[config.mk]
export PLATFORM = sky130hd
export DESIGN_NAME = i2c_regwr_target
export DESIGN_NICKNAME = d
export VERILOG_FILES = /design/src/rtl/i2c_regwr_pkg.sv /design/src/rtl/i2c_rw_filter.sv /design/src/rtl/i2c_rw_events.sv /design/src/rtl/i2c_rw_engine.sv /design/src/rtl/i2c_regwr_target.sv
export SDC_FILE = /design/constraint.sdc
export NUM_CORES = 1
export LEC_CHECK = 0
export ABC_AREA = 1
export ABC_CLOCK_PERIOD_IN_PS = 4250
export BUFFER_PORTS_ARGS = -buffer_cell sky130_fd_sc_hd__buf_4
export CAP_MARGIN = 0
export CELL_PAD_IN_SITES_DETAIL_PLACEMENT = 0
export CELL_PAD_IN_SITES_GLOBAL_PLACEMENT = 2
export CORE_ASPECT_RATIO = 1.25
export CORE_MARGIN = 5
export CORE_UTILIZATION = 30
export CTS_CLUSTER_DIAMETER = 100
export CTS_CLUSTER_SIZE = 14
export DETAILED_ROUTE_END_ITERATION = 16
export HOLD_SLACK_MARGIN = 0.12
export PLACE_DENSITY = 0.68
export SYNTH_ARGS = -nofsm -noshare
export SYNTH_HDL_FRONTEND = slang
export SYNTH_SLANG_ARGS = --single-unit
[constraint.sdc]
create_clock -name clk -period 4.25 [get_ports clk]
set_input_delay 0.85 -clock clk [delete_from_list [all_inputs] [get_ports clk]]
set_output_delay 0.85 -clock clk [all_outputs]
set_load 0.01 [all_outputs]
[src/rtl/i2c_regwr_pkg.sv]
package i2c_regwr_pkg;

    localparam int PTR_W  = 16;
    localparam int DATA_W = 8;
    localparam int BIT_W  = 4;
    localparam logic [3:0] ADDR_FIXED = 4'b0100;

    typedef enum logic [2:0] {
        PH_IDLE,
        PH_ADDR,
        PH_PTR_LO,
        PH_PTR_HI,
        PH_DATA,
        PH_IGNORE
    } phase_e;

    typedef struct packed {
        phase_e             phase;
        phase_e             after;
        logic [BIT_W-1:0]   bitc;
        logic [DATA_W-1:0]  shreg;
        logic [PTR_W-1:0]   ptr;
        logic               ack_pend;
        logic               oe;
        logic               armed;
        logic               busy;
        logic               we;
        logic [PTR_W-1:0]   waddr;
        logic [DATA_W-1:0]  wdata;
    } eng_t;

endpackage

[src/rtl/i2c_rw_filter.sv]
module i2c_rw_filter #(
    parameter int SYNC_STAGES = 2,
    parameter int FILT_CYCLES = 3
) (
    input  logic clk,
    input  logic rst_n,
    input  logic line_i,
    output logic line_o
);
    localparam int CNT_W = $clog2(FILT_CYCLES + 1);

    logic [SYNC_STAGES-1:0] sync_q;
    logic [CNT_W-1:0]       cnt_d, cnt_q;
    logic                   out_d, out_q;

    generate
        for (genvar g = 0; g < SYNC_STAGES; g++) begin : g_sync
            always_ff @(posedge clk or negedge rst_n) begin
                if (!rst_n) begin
                    sync_q[g] <= 1'b1;
                end else if (g == 0) begin
                    sync_q[g] <= line_i;
                end else begin
                    sync_q[g] <= sync_q[(g > 0) ? g - 1 : 0];
                end
            end
        end
    endgenerate

    always_comb begin
        out_d = out_q;
        cnt_d = '0;
        if (sync_q[SYNC_STAGES-1] != out_q) begin
            if (cnt_q == CNT_W'(FILT_CYCLES - 1)) begin
                out_d = sync_q[SYNC_STAGES-1];
            end else begin
                cnt_d = cnt_q + 1'b1;
            end
        end
    end

    always_ff @(posedge clk or negedge rst_n) begin
        if (!rst_n) begin
            out_q <= 1'b1;
            cnt_q <= '0;
        end else begin
            out_q <= out_d;
            cnt_q <= cnt_d;
        end
    end

    assign line_o = out_q;

endmodule

[src/rtl/i2c_rw_events.sv]
module i2c_rw_events (
    input  logic clk,
    input  logic rst_n,
    input  logic scl_f,
    input  logic sda_f,
    output logic start_evt,
    output logic stop_evt,
    output logic scl_rise,
    output logic scl_fall
);
    logic scl_p_q, sda_p_q;

    always_ff @(posedge clk or negedge rst_n) begin
        if (!rst_n) begin
            scl_p_q <= 1'b1;
            sda_p_q <= 1'b1;
        end else begin
            scl_p_q <= scl_f;
            sda_p_q <= sda_f;
        end
    end

    assign start_evt = scl_p_q & scl_f & sda_p_q & ~sda_f;
    assign stop_evt  = scl_p_q & scl_f & ~sda_p_q & sda_f;
    assign scl_rise  = ~scl_p_q & scl_f;
    assign scl_fall  = scl_p_q & ~scl_f;

endmodule

[src/rtl/i2c_rw_engine.sv]
module i2c_rw_engine
    import i2c_regwr_pkg::*;
(
    input  logic              clk,
    input  logic              rst_n,
    input  logic              start_evt,
    input  logic              stop_evt,
    input  logic              scl_rise,
    input  logic              scl_fall,
    input  logic              sda_f,
    input  logic [2:0]        strap_q,
    input  logic              done_i,
    output logic              oe_o,
    output logic              busy_o,
    output logic              we_o,
    output logic [PTR_W-1:0]  waddr_o,
    output logic [DATA_W-1:0] wdata_o
);
    eng_t q, d;
    logic [DATA_W-1:0] byte_in;
    logic              addr_hit;

    assign byte_in  = {q.shreg[DATA_W-2:0], sda_f};
    assign addr_hit = (byte_in[7:1] == {ADDR_FIXED, strap_q}) && !byte_in[0] && !q.busy;

    always_comb begin
        d    = q;
        d.we = 1'b0;
        if (done_i) begin
            d.busy = 1'b0;
        end
        if (stop_evt) begin
            d.phase = PH_IDLE;
            d.oe    = 1'b0;
            d.bitc  = '0;
            d.armed = 1'b0;
            if (q.armed) begin
                d.busy = 1'b1;
            end
        end else if (start_evt) begin
            d.phase = PH_ADDR;
            d.bitc  = '0;
            d.oe    = 1'b0;
        end else if (q.phase != PH_IDLE && q.phase != PH_IGNORE) begin
            if (scl_rise) begin
                if (q.bitc < BIT_W'(8)) begin
                    d.shreg = byte_in;
                    d.bitc  = q.bitc + 1'b1;
                    if (q.bitc == BIT_W'(7)) begin
                        d.ack_pend = 1'b1;
                        unique case (q.phase)
                            PH_ADDR: begin
                                d.ack_pend = addr_hit;
                                d.after    = addr_hit ? PH_PTR_LO : PH_IGNORE;
                            end
                            PH_PTR_LO: begin
                                d.ptr[7:0] = byte_in;
                                d.after    = PH_PTR_HI;
                            end
                            PH_PTR_HI: begin
                                d.ptr[15:8] = byte_in;
                                d.armed     = 1'b1;
                                d.after     = PH_DATA;
                            end
                            default: begin
                                d.we    = 1'b1;
                                d.waddr = q.ptr;
                                d.wdata = byte_in;
                                d.ptr   = q.ptr + 1'b1;
                                d.after = PH_DATA;
                            end
                        endcase
                    end
                end else begin
                    d.bitc = BIT_W'(9);
                end
            end else if (scl_fall) begin
                if (q.bitc == BIT_W'(8)) begin
                    d.oe = q.ack_pend;
                    if (!q.ack_pend) begin
                        d.phase = PH_IGNORE;
                    end
                end else if (q.bitc == BIT_W'(9)) begin
                    d.oe    = 1'b0;
                    d.bitc  = '0;
                    d.phase = q.after;
                end
            end
        end
    end

    always_ff @(posedge clk or negedge rst_n) begin
        if (!rst_n) begin
            q <= '{phase: PH_IDLE, after: PH_IDLE, default: '0};
        end else begin
            q <= d;
        end
    end

    assign oe_o    = q.oe;
    assign busy_o  = q.busy;
    assign we_o    = q.we;
    assign waddr_o = q.waddr;
    assign wdata_o = q.wdata;

endmodule

[src/rtl/i2c_regwr_target.sv]
module i2c_regwr_target
    import i2c_regwr_pkg::*;
#(
    parameter int SYNC_STAGES = 2,
    parameter int FILT_CYCLES = 3
) (
    input  logic              clk,
    input  logic              rst_n,
    input  logic              scl_i,
    input  logic              sda_i,
    output logic              sda_oe,
    input  logic [2:0]        strap_i,
    output logic              busy_n,
    input  logic              cmd_done_i,
    output logic              mem_we,
    output logic [PTR_W-1:0]  mem_addr,
    output logic [DATA_W-1:0] mem_wdata
);
    logic       scl_f, sda_f;
    logic       start_evt, stop_evt, scl_rise, scl_fall;
    logic [2:0] strap_d, strap_q;
    logic       strap_vld_d, strap_vld_q;
    logic       busy;

    i2c_rw_filter #(.SYNC_STAGES(SYNC_STAGES), .FILT_CYCLES(FILT_CYCLES)) u_scl_flt (
        .clk(clk), .rst_n(rst_n), .line_i(scl_i), .line_o(scl_f)
    );

    i2c_rw_filter #(.SYNC_STAGES(SYNC_STAGES), .FILT_CYCLES(FILT_CYCLES)) u_sda_flt (
        .clk(clk), .rst_n(rst_n), .line_i(sda_i), .line_o(sda_f)
    );

    i2c_rw_events u_evt (
        .clk(clk), .rst_n(rst_n), .scl_f(scl_f), .sda_f(sda_f),
        .start_evt(start_evt), .stop_evt(stop_evt),
        .scl_rise(scl_rise), .scl_fall(scl_fall)
    );

    always_comb begin
        strap_d     = strap_q;
        strap_vld_d = 1'b1;
        if (!strap_vld_q) begin
            strap_d = strap_i;
        end
    end

    always_ff @(posedge clk or negedge rst_n) begin
        if (!rst_n) begin
            strap_q     <= '0;
            strap_vld_q <= 1'b0;
        end else begin
            strap_q     <= strap_d;
            strap_vld_q <= strap_vld_d;
        end
    end

    i2c_rw_engine u_eng (
        .clk(clk), .rst_n(rst_n),
        .start_evt(start_evt), .stop_evt(stop_evt),
        .scl_rise(scl_rise), .scl_fall(scl_fall), .sda_f(sda_f),
        .strap_q(strap_q), .done_i(cmd_done_i),
        .oe_o(sda_oe), .busy_o(busy), .we_o(mem_we),
        .waddr_o(mem_addr), .wdata_o(mem_wdata)
    );

    assign busy_n = ~busy;

endmodule

==> flow_summary_export.csv, run 1 <==
group,metric,value,unit
cells_and_area,n_antenna_cell,0,
logic_synthesis,yosys_warnings,0,
critical_path,reg2regPathDepth,7,
floorplan,design.die.area,16100,sq um
logic_synthesis,syn_inst,518,
cells_and_area,seq_area,1960,sq um
critical_path,arrival,2.65,ns
global_route,grt_max_degree,79,
cts,cts-buffers-inserted,9,
sta,hold_viol_final,0,
cells_and_area,finalNetCount,543,
logic_synthesis,ys.flop_type,"dfrtp_1",
floorplan,ios,35,
cts,clock_latency,0.34,ns
cts,htree_levels,3,
route,via_count,3176,
sta,slew_viol_final,0,
route,vias_per_cell,4.51,
logic_synthesis,synth_area_leaders,"dfrtp_1 (43%), nand2_1 (14%), o21ai_0 (6.4%)",
sta,clock_skew,0.00703,ns
power_and_ir_drop,vdd_drop_max,0.000178,V
logic_synthesis,synth_commonest_cells,"nand2_1 (151), dfrtp_1 (70), inv_1 (56), o21ai_0 (52), nand3_1 (45)",
power_and_ir_drop,p_leak,2.19,nW
cts,cts.reportedPaths.clkPinSlew,0.06,ns
placement,place_congestion,0.773,
cells_and_area,syn_to_final_growth,11.9,%
sta,slew_headroom,0.310,
global_route,grt_pass1_wl,16400,microns
critical_path,crit_type,"flop to flop",
logic_synthesis,synth_area_leader_cell,"dfrtp_1",
cells_and_area,multi_input_area,1630,sq um
sta,final.period_utilization,0.572,
cts,postCtsSetupRepairBufs,0,
global_route,grt.total_usage,0.131,
run_status,status,"finished, final reports clean",
sta,fmax,411,MHz
hold_path,min_path_cells,0,
placement,hpwl,7160,microns
logic_synthesis,synth-seq-cells,78,
critical_path,path_max_fanout,48,
logic_synthesis,synth_top_area_share,0.429,
global_route,grt_overflow_total,0,
logic_synthesis,synthDistinctLibCells,29,
sta,period_needed,2.43,ns
floorplan,start_util,0.308,
cells_and_area,stdcell_count,704,
sta,rsz0062_at_grt,"false",
hold_path,hold_class,"flop to flop",
logic_synthesis,yosysMostFrequentCell,"nand2_1",
logic_synthesis,synth_area,4090,sq um
floorplan,coreArea,13300,sq um
cts,cts.root.buffer_cell,"clkbuf_16",
logic_synthesis,synthArstFlopShare,1.00,
logic_synthesis,synth.avg_cell_area,7.89,sq um
critical_path,critPathRequiredTime,4.47,ns
cells_and_area,layout-drive-gt1-share,0.152,
floorplan,std_cell_rows,47,
logic_synthesis,synth_edf_count,0,
cts,cts_tree,"built",
sta,finalWorstSetupSlack,1.82,ns
critical_path,cp-end-kind,"flop",
placement,placed_cells_incl_taps,688,
route,drc_errors,0,
placement,post-place-ws,1.82,ns
power_and_ir_drop,power.internal,1.34,mW
cts,clockBufferDepth,2,
cts,cts_hold_buf,0,
power_and_ir_drop,clkPwrFrac,0.378,
power_and_ir_drop,p_comb_frac,0.181,
global_route,antenna_found_initial,0,
cts,clock_sinks,78,
sta,tns,0,ns
floorplan,die_x,114,microns
logic_synthesis,yosysSeqAreaShare,0.480,
power_and_ir_drop,seqPwrFrac,0.442,
run,maxCapViolations,0,
route,wl,9890,microns
power_and_ir_drop,power.switching,0.632,mW
power_and_ir_drop,powerDensity,431,nW/um^2
critical_path,cp-start-kind,"flop",
cells_and_area,nFillCells,1423,
route,detail-route-antenna-nets,0,
sta,tightestPinTransition,1.03,ns
sta,finalSetupViolations,0,
global_route,first_global_vias,3122,
logic_synthesis,synth_fp_nets,533,
route,drtPass1Iterations,4,
placement,io_buffers,34,
route,drtIter0Drc,184,
route,avgRoutedWirePerCell,14.0,microns
power_and_ir_drop,swShare,0.321,
cts,cts_resized,0,
floorplan,die_h,141,microns
registers in the layout, indices dropped and copies added, names as in the netlist:
| name | count |
|---|---|
| u_eng.q | 28 |
| u_eng.wdata_o | 8 |
| u_eng.we_o | 1 |
| strap_q | 3 |
| u_evt.scl_p_q | 1 |
| u_eng.byte_in | 7 |
| u_scl_flt.cnt_q | 2 |
| u_sda_flt.line_o | 1 |
| u_evt.sda_p_q | 1 |
| u_eng.busy_o | 1 |
| u_scl_flt.sync_q | 2 |
| u_eng.waddr_o | 16 |
| strap_vld_q | 1 |
| u_scl_flt.line_o | 1 |
| u_eng.oe_o | 1 |
| u_sda_flt.sync_q | 2 |
| u_sda_flt.cnt_q | 2 |
placed cells by master (no fill, tap or decap):
cell and count:
o21ai_0 52, nor2_2 2, clkinv_2 2, dfrtp_1 70, a21oi_1 6, nor2_1 40
o22ai_1 2, or2_2 1, nand2_1 151, nor2_4 4, buf_4 34, nand3_1 45
clkinvlp_4 2, nand3_4 1, o21ai_1 8, inv_2 5, ha_1 7, xnor2_1 2
nand4_1 5, o21ai_2 4, dfstp_2 8, inv_1 56, nor3_1 7, clkbuf_16 9
clkbuf_8 2, nand2_2 3, nand2_4 1, clkinv_4 1, conb_1 1, nand3_2 2
path summary, 6_finish.rpt:
check / from / endpoint / slack (ns)
setup / recovery: u_eng.q[53] / u_eng.waddr_o[13] / 1.82
hold / removal: u_scl_flt.sync_q[0] / u_scl_flt.sync_q[1] / 0.36
setup reg to reg: u_eng.q[53] / u_eng.waddr_o[13] / 1.82
hold reg to reg: u_scl_flt.sync_q[0] / u_scl_flt.sync_q[1] / 0.36
max in group asynchronous: rst_n / u_eng.oe_o / 2.89
min in group asynchronous: rst_n / u_eng.waddr_o[0] / 0.69
worst max-delay path, stage by stage (launching register included):
cell and delay [ns]:
dfrtp_1 0.41, ha_1 0.19, nand2_1 0.08, nor2_1 0.19, nand2_1 0.07, nor2_1 0.20, nand3_2 0.70, o21ai_0 0.44
power by group through the flow:
| stage | registers [mW] | clock network (mW) | logic (mW) |
|---|---|---|---|
| 6_report | 0.869 | 0.743 | 0.356 |
| 5_1_grt | 0.879 | 0.797 | 0.413 |
| 4_1_cts | 0.871 | 0.761 | 0.366 |
| 2_1_floorplan | 0.869 | 0 | 0.249 |
| 3_3_place_gp | 0.881 | 0 | 0.360 |
| 3_5_place_dp | 0.885 | 0 | 0.364 |
area by class of cell:
class	instances	area share
inverters	61	0.0501
clock buffers	11	0.0553
well taps	171	0.0468
clock inverters	5	0.00739
repair buffers	34	0.0558
flip-flops and latches	78	0.429
multi-input cells	344	0.356
routing by layer:
metal  track usage  wire [microns]  vias up
met5             0               0        -
met4        0.0563             224        0
met3        0.0220             308       15
met2         0.220            4940       46
met1         0.163            4420     1482
li1              -               -     1633
metrics by stage:
step	utilization	power (mW)	cell area [sq um]	hold WS [ns]
floorplan	-	1.12	4090	0.345
finish	0.344	1.97	4570	0.357
global placement	0.323	1.24	4290	0.347
CTS	0.344	2.00	4570	0.359
global route	0.344	2.09	4570	0.366
detailed placement	0.323	1.25	4290	0.350
kinds of logic (layout without fill, tap and decap cells):
family,count (synthesis),in the layout,synth area share
buffers and inverters,96,111,0.122
flip-flops,78,78,0.480
XOR/XNOR,2,2,0.00429
other,1,1,0.000917
adder cells (fa/ha/maj),7,7,0.0214
AND/OR/NAND/NOR,262,262,0.279
AO/OA/AOI/OAI,72,72,0.0924
No activity file was read; power rests on OpenSTA's default activity.
==> run 2, diff against run 1 <==
Settings changed: ABC_CLOCK_PERIOD_IN_PS 4250 to 2230, PLACE_DENSITY 0.68 to 0.71.
Clock period 4.25 ns to 2.23 ns, I/O delays scaled along.
==> run 2 against run 1 <==
  * Routed wire length fell by 0.57%
  * Critical path depth grew 1
  * Via count increased by 0.31%
  * Core utilization is 1.0 points higher
  * Clock skew increased by 0.0014 ns
  * Cell area rose by 3.0%
  * Global-route usage up 0.39 points
  * Non-clock buffer count up 8
  * Largest power group is now clock
  * Flip-flop and latch count unchanged
  * First-iteration DRC count decreased by 14%
==> flow_summary_export.csv, run 2 (same netlist as run 1, synthesis figures left out) <==
group,metric,value,unit
cells_and_area,syn_to_final_growth,15.2,%
sta,hold_slack,0.215,ns
cells_and_area,layout-drive-gt1-share,0.163,
power_and_ir_drop,powerDensity,860,nW/um^2
sta,rsz0062_at_grt,"false",
route,vias_per_cell,4.47,
floorplan,coreArea,13300,sq um
global_route,grt.total_usage,0.135,
cts,cts-buffers-inserted,9,
cells_and_area,n_antenna_cell,0,
cts,postCtsSetupRepairBufs,0,
floorplan,std_cell_rows,47,
critical_path,cp_slowest_cell,"dfrtp_1",
route,detail-route-antenna-nets,0,
global_route,grt_overflow_total,0,
critical_path,critPathRequiredTime,2.43,ns
global_route,antenna_found_initial,0,
critical_path,cp_cell_sequence,"ha_1, nand2_1, nor2_1, nand2_1, nor2_1, nand2_1, nor2_4, o21ai_0",
hold_path,hold_class,"input pin to flop",
sta,tightestPinTransition,0.550,ns
power_and_ir_drop,p_leak,2.26,nW
route,avgRoutedWirePerCell,13.8,microns
placement,place_congestion,0.799,
route,drtPass1Iterations,4,
placement,hpwl,7320,microns
critical_path,cp-start-kind,"flop",
floorplan,die_h,141,microns
critical_path,critical_path.max_stage_delay,0.41,ns
cts,cts_tree,"built",
run,maxCapViolations,0,
placement,io_buffers,34,
global_route,grt_pass1_wl,16800,microns
floorplan,start_util,0.308,
cts,cts.reportedPaths.clkPinSlew,0.06,ns
floorplan,design.die.area,16100,sq um
cts,clockBufferDepth,2,
critical_path,path_max_fanout,13,
cells_and_area,finalNetCount,551,
cts,htree_levels,3,
sta,slew_viol_final,0,
floorplan,ios,35,
sta,finalSetupViolations,0,
critical_path,crit_type,"flop to flop",
run_status,status,"finished, final reports clean",
sta,hold_viol_final,0,
global_route,grt_max_degree,49,
cells_and_area,top_register,"u_eng.q",
cts,cts.root.buffer_cell,"clkbuf_16",
power_and_ir_drop,vdd_drop_max,0.000380,V
cts,clock_latency,0.34,ns
cts,clock_sinks,78,
route,wl,9830,microns
sta,final.period_utilization,0.860,
critical_path,arrival,2.12,ns
sta,tns,0,ns
cells_and_area,largest_reg_flops,28,
critical_path,cp-end-kind,"flop",
sta,clock_skew,0.00845,ns
cells_and_area,layout_common_cells,"nand2_1 (151), dfrtp_1 (70), inv_1 (56)",
route,via_count,3186,
route,drc_errors,0,
cells_and_area,final_common_cell,"nand2_1",
route,drtIter0Drc,158,
floorplan,die_x,114,microns
critical_path,crit_path_frequent_cell,"nand2_1",
sta,period_needed,1.92,ns
global_route,first_global_vias,3246,
sta,fmax,522,MHz
sta,slew_headroom,0.633,
[run 2: path summary, 6_finish.rpt]
path / start / endpoint / slack, ns / cells after the start
worst max-delay path: u_eng.q[53] / u_eng.q[29] / 0.31 / 8
worst min-delay path: scl_i / u_scl_flt.sync_q[0] / 0.22 / 1
worst max register to register: u_eng.q[53] / u_eng.q[29] / 0.31 / 8
worst min register to register: u_scl_flt.sync_q[0] / u_scl_flt.sync_q[1] / 0.36 / 0
max in group asynchronous: rst_n / u_scl_flt.line_o / 0.97 / 3
min in group asynchronous: rst_n / u_eng.waddr_o[4] / 0.60 / 2
[run 2: where the power goes]
group,leakage [nW],switching [mW],internal [mW]
Combinational,1.04,0.495,0.197
Clock,0.172,0.576,1.12
Sequential,1.05,0.107,1.55
Total,2.26,1.18,2.87
[run 2: what timing repair did]
item,in CTS,in global routing
hold endpoints to repair,30,0
hold buffers,1,0
gates resized for setup,0,0
[run 2: per-layer routing]
metal  global-route usage  wire, microns
met1                0.161           4270
met2                0.238           5070
met3               0.0186            305
met4               0.0582            189
met5                    0              0
[run 2: area by class of cell]
class / instances / area [sq um]
Inverter: 61 / 229
Clock buffer: 10 / 239
Tap cell: 171 / 214
Multi-Input combinational cell: 344 / 1630
Fill cell: 1449 / 8580
Clock inverter: 6 / 109
Sequential cell: 78 / 1960
Timing Repair Buffer: 42 / 330
[run 2: metrics by stage]
step | power (mW) | cell area [sq um] | std cells | util | worst slack (ns)
2_1_floorplan | 2.13 | 4090 | 518 | - | 0.630
3_3_place_gp | 2.38 | 4350 | 695 | 0.327 | 0.371
3_5_place_dp | 2.40 | 4350 | 695 | 0.327 | 0.317
4_1_cts | 4.14 | 4710 | 712 | 0.354 | 0.317
5_1_grt | 4.30 | 4710 | 712 | 0.354 | 0.0169
6_report | 4.05 | 4710 | 712 | 0.354 | 0.313
[run 2: critical path: cells and delay by family, from the launching register on]
family | cells | cell delay, ns
AND/OR/NAND/NOR | 6 | 1.06
adder cells (fa/ha/maj) | 1 | 0.19
flip-flops | 1 | 0.41
AO/OA/AOI/OAI | 1 | 0.12
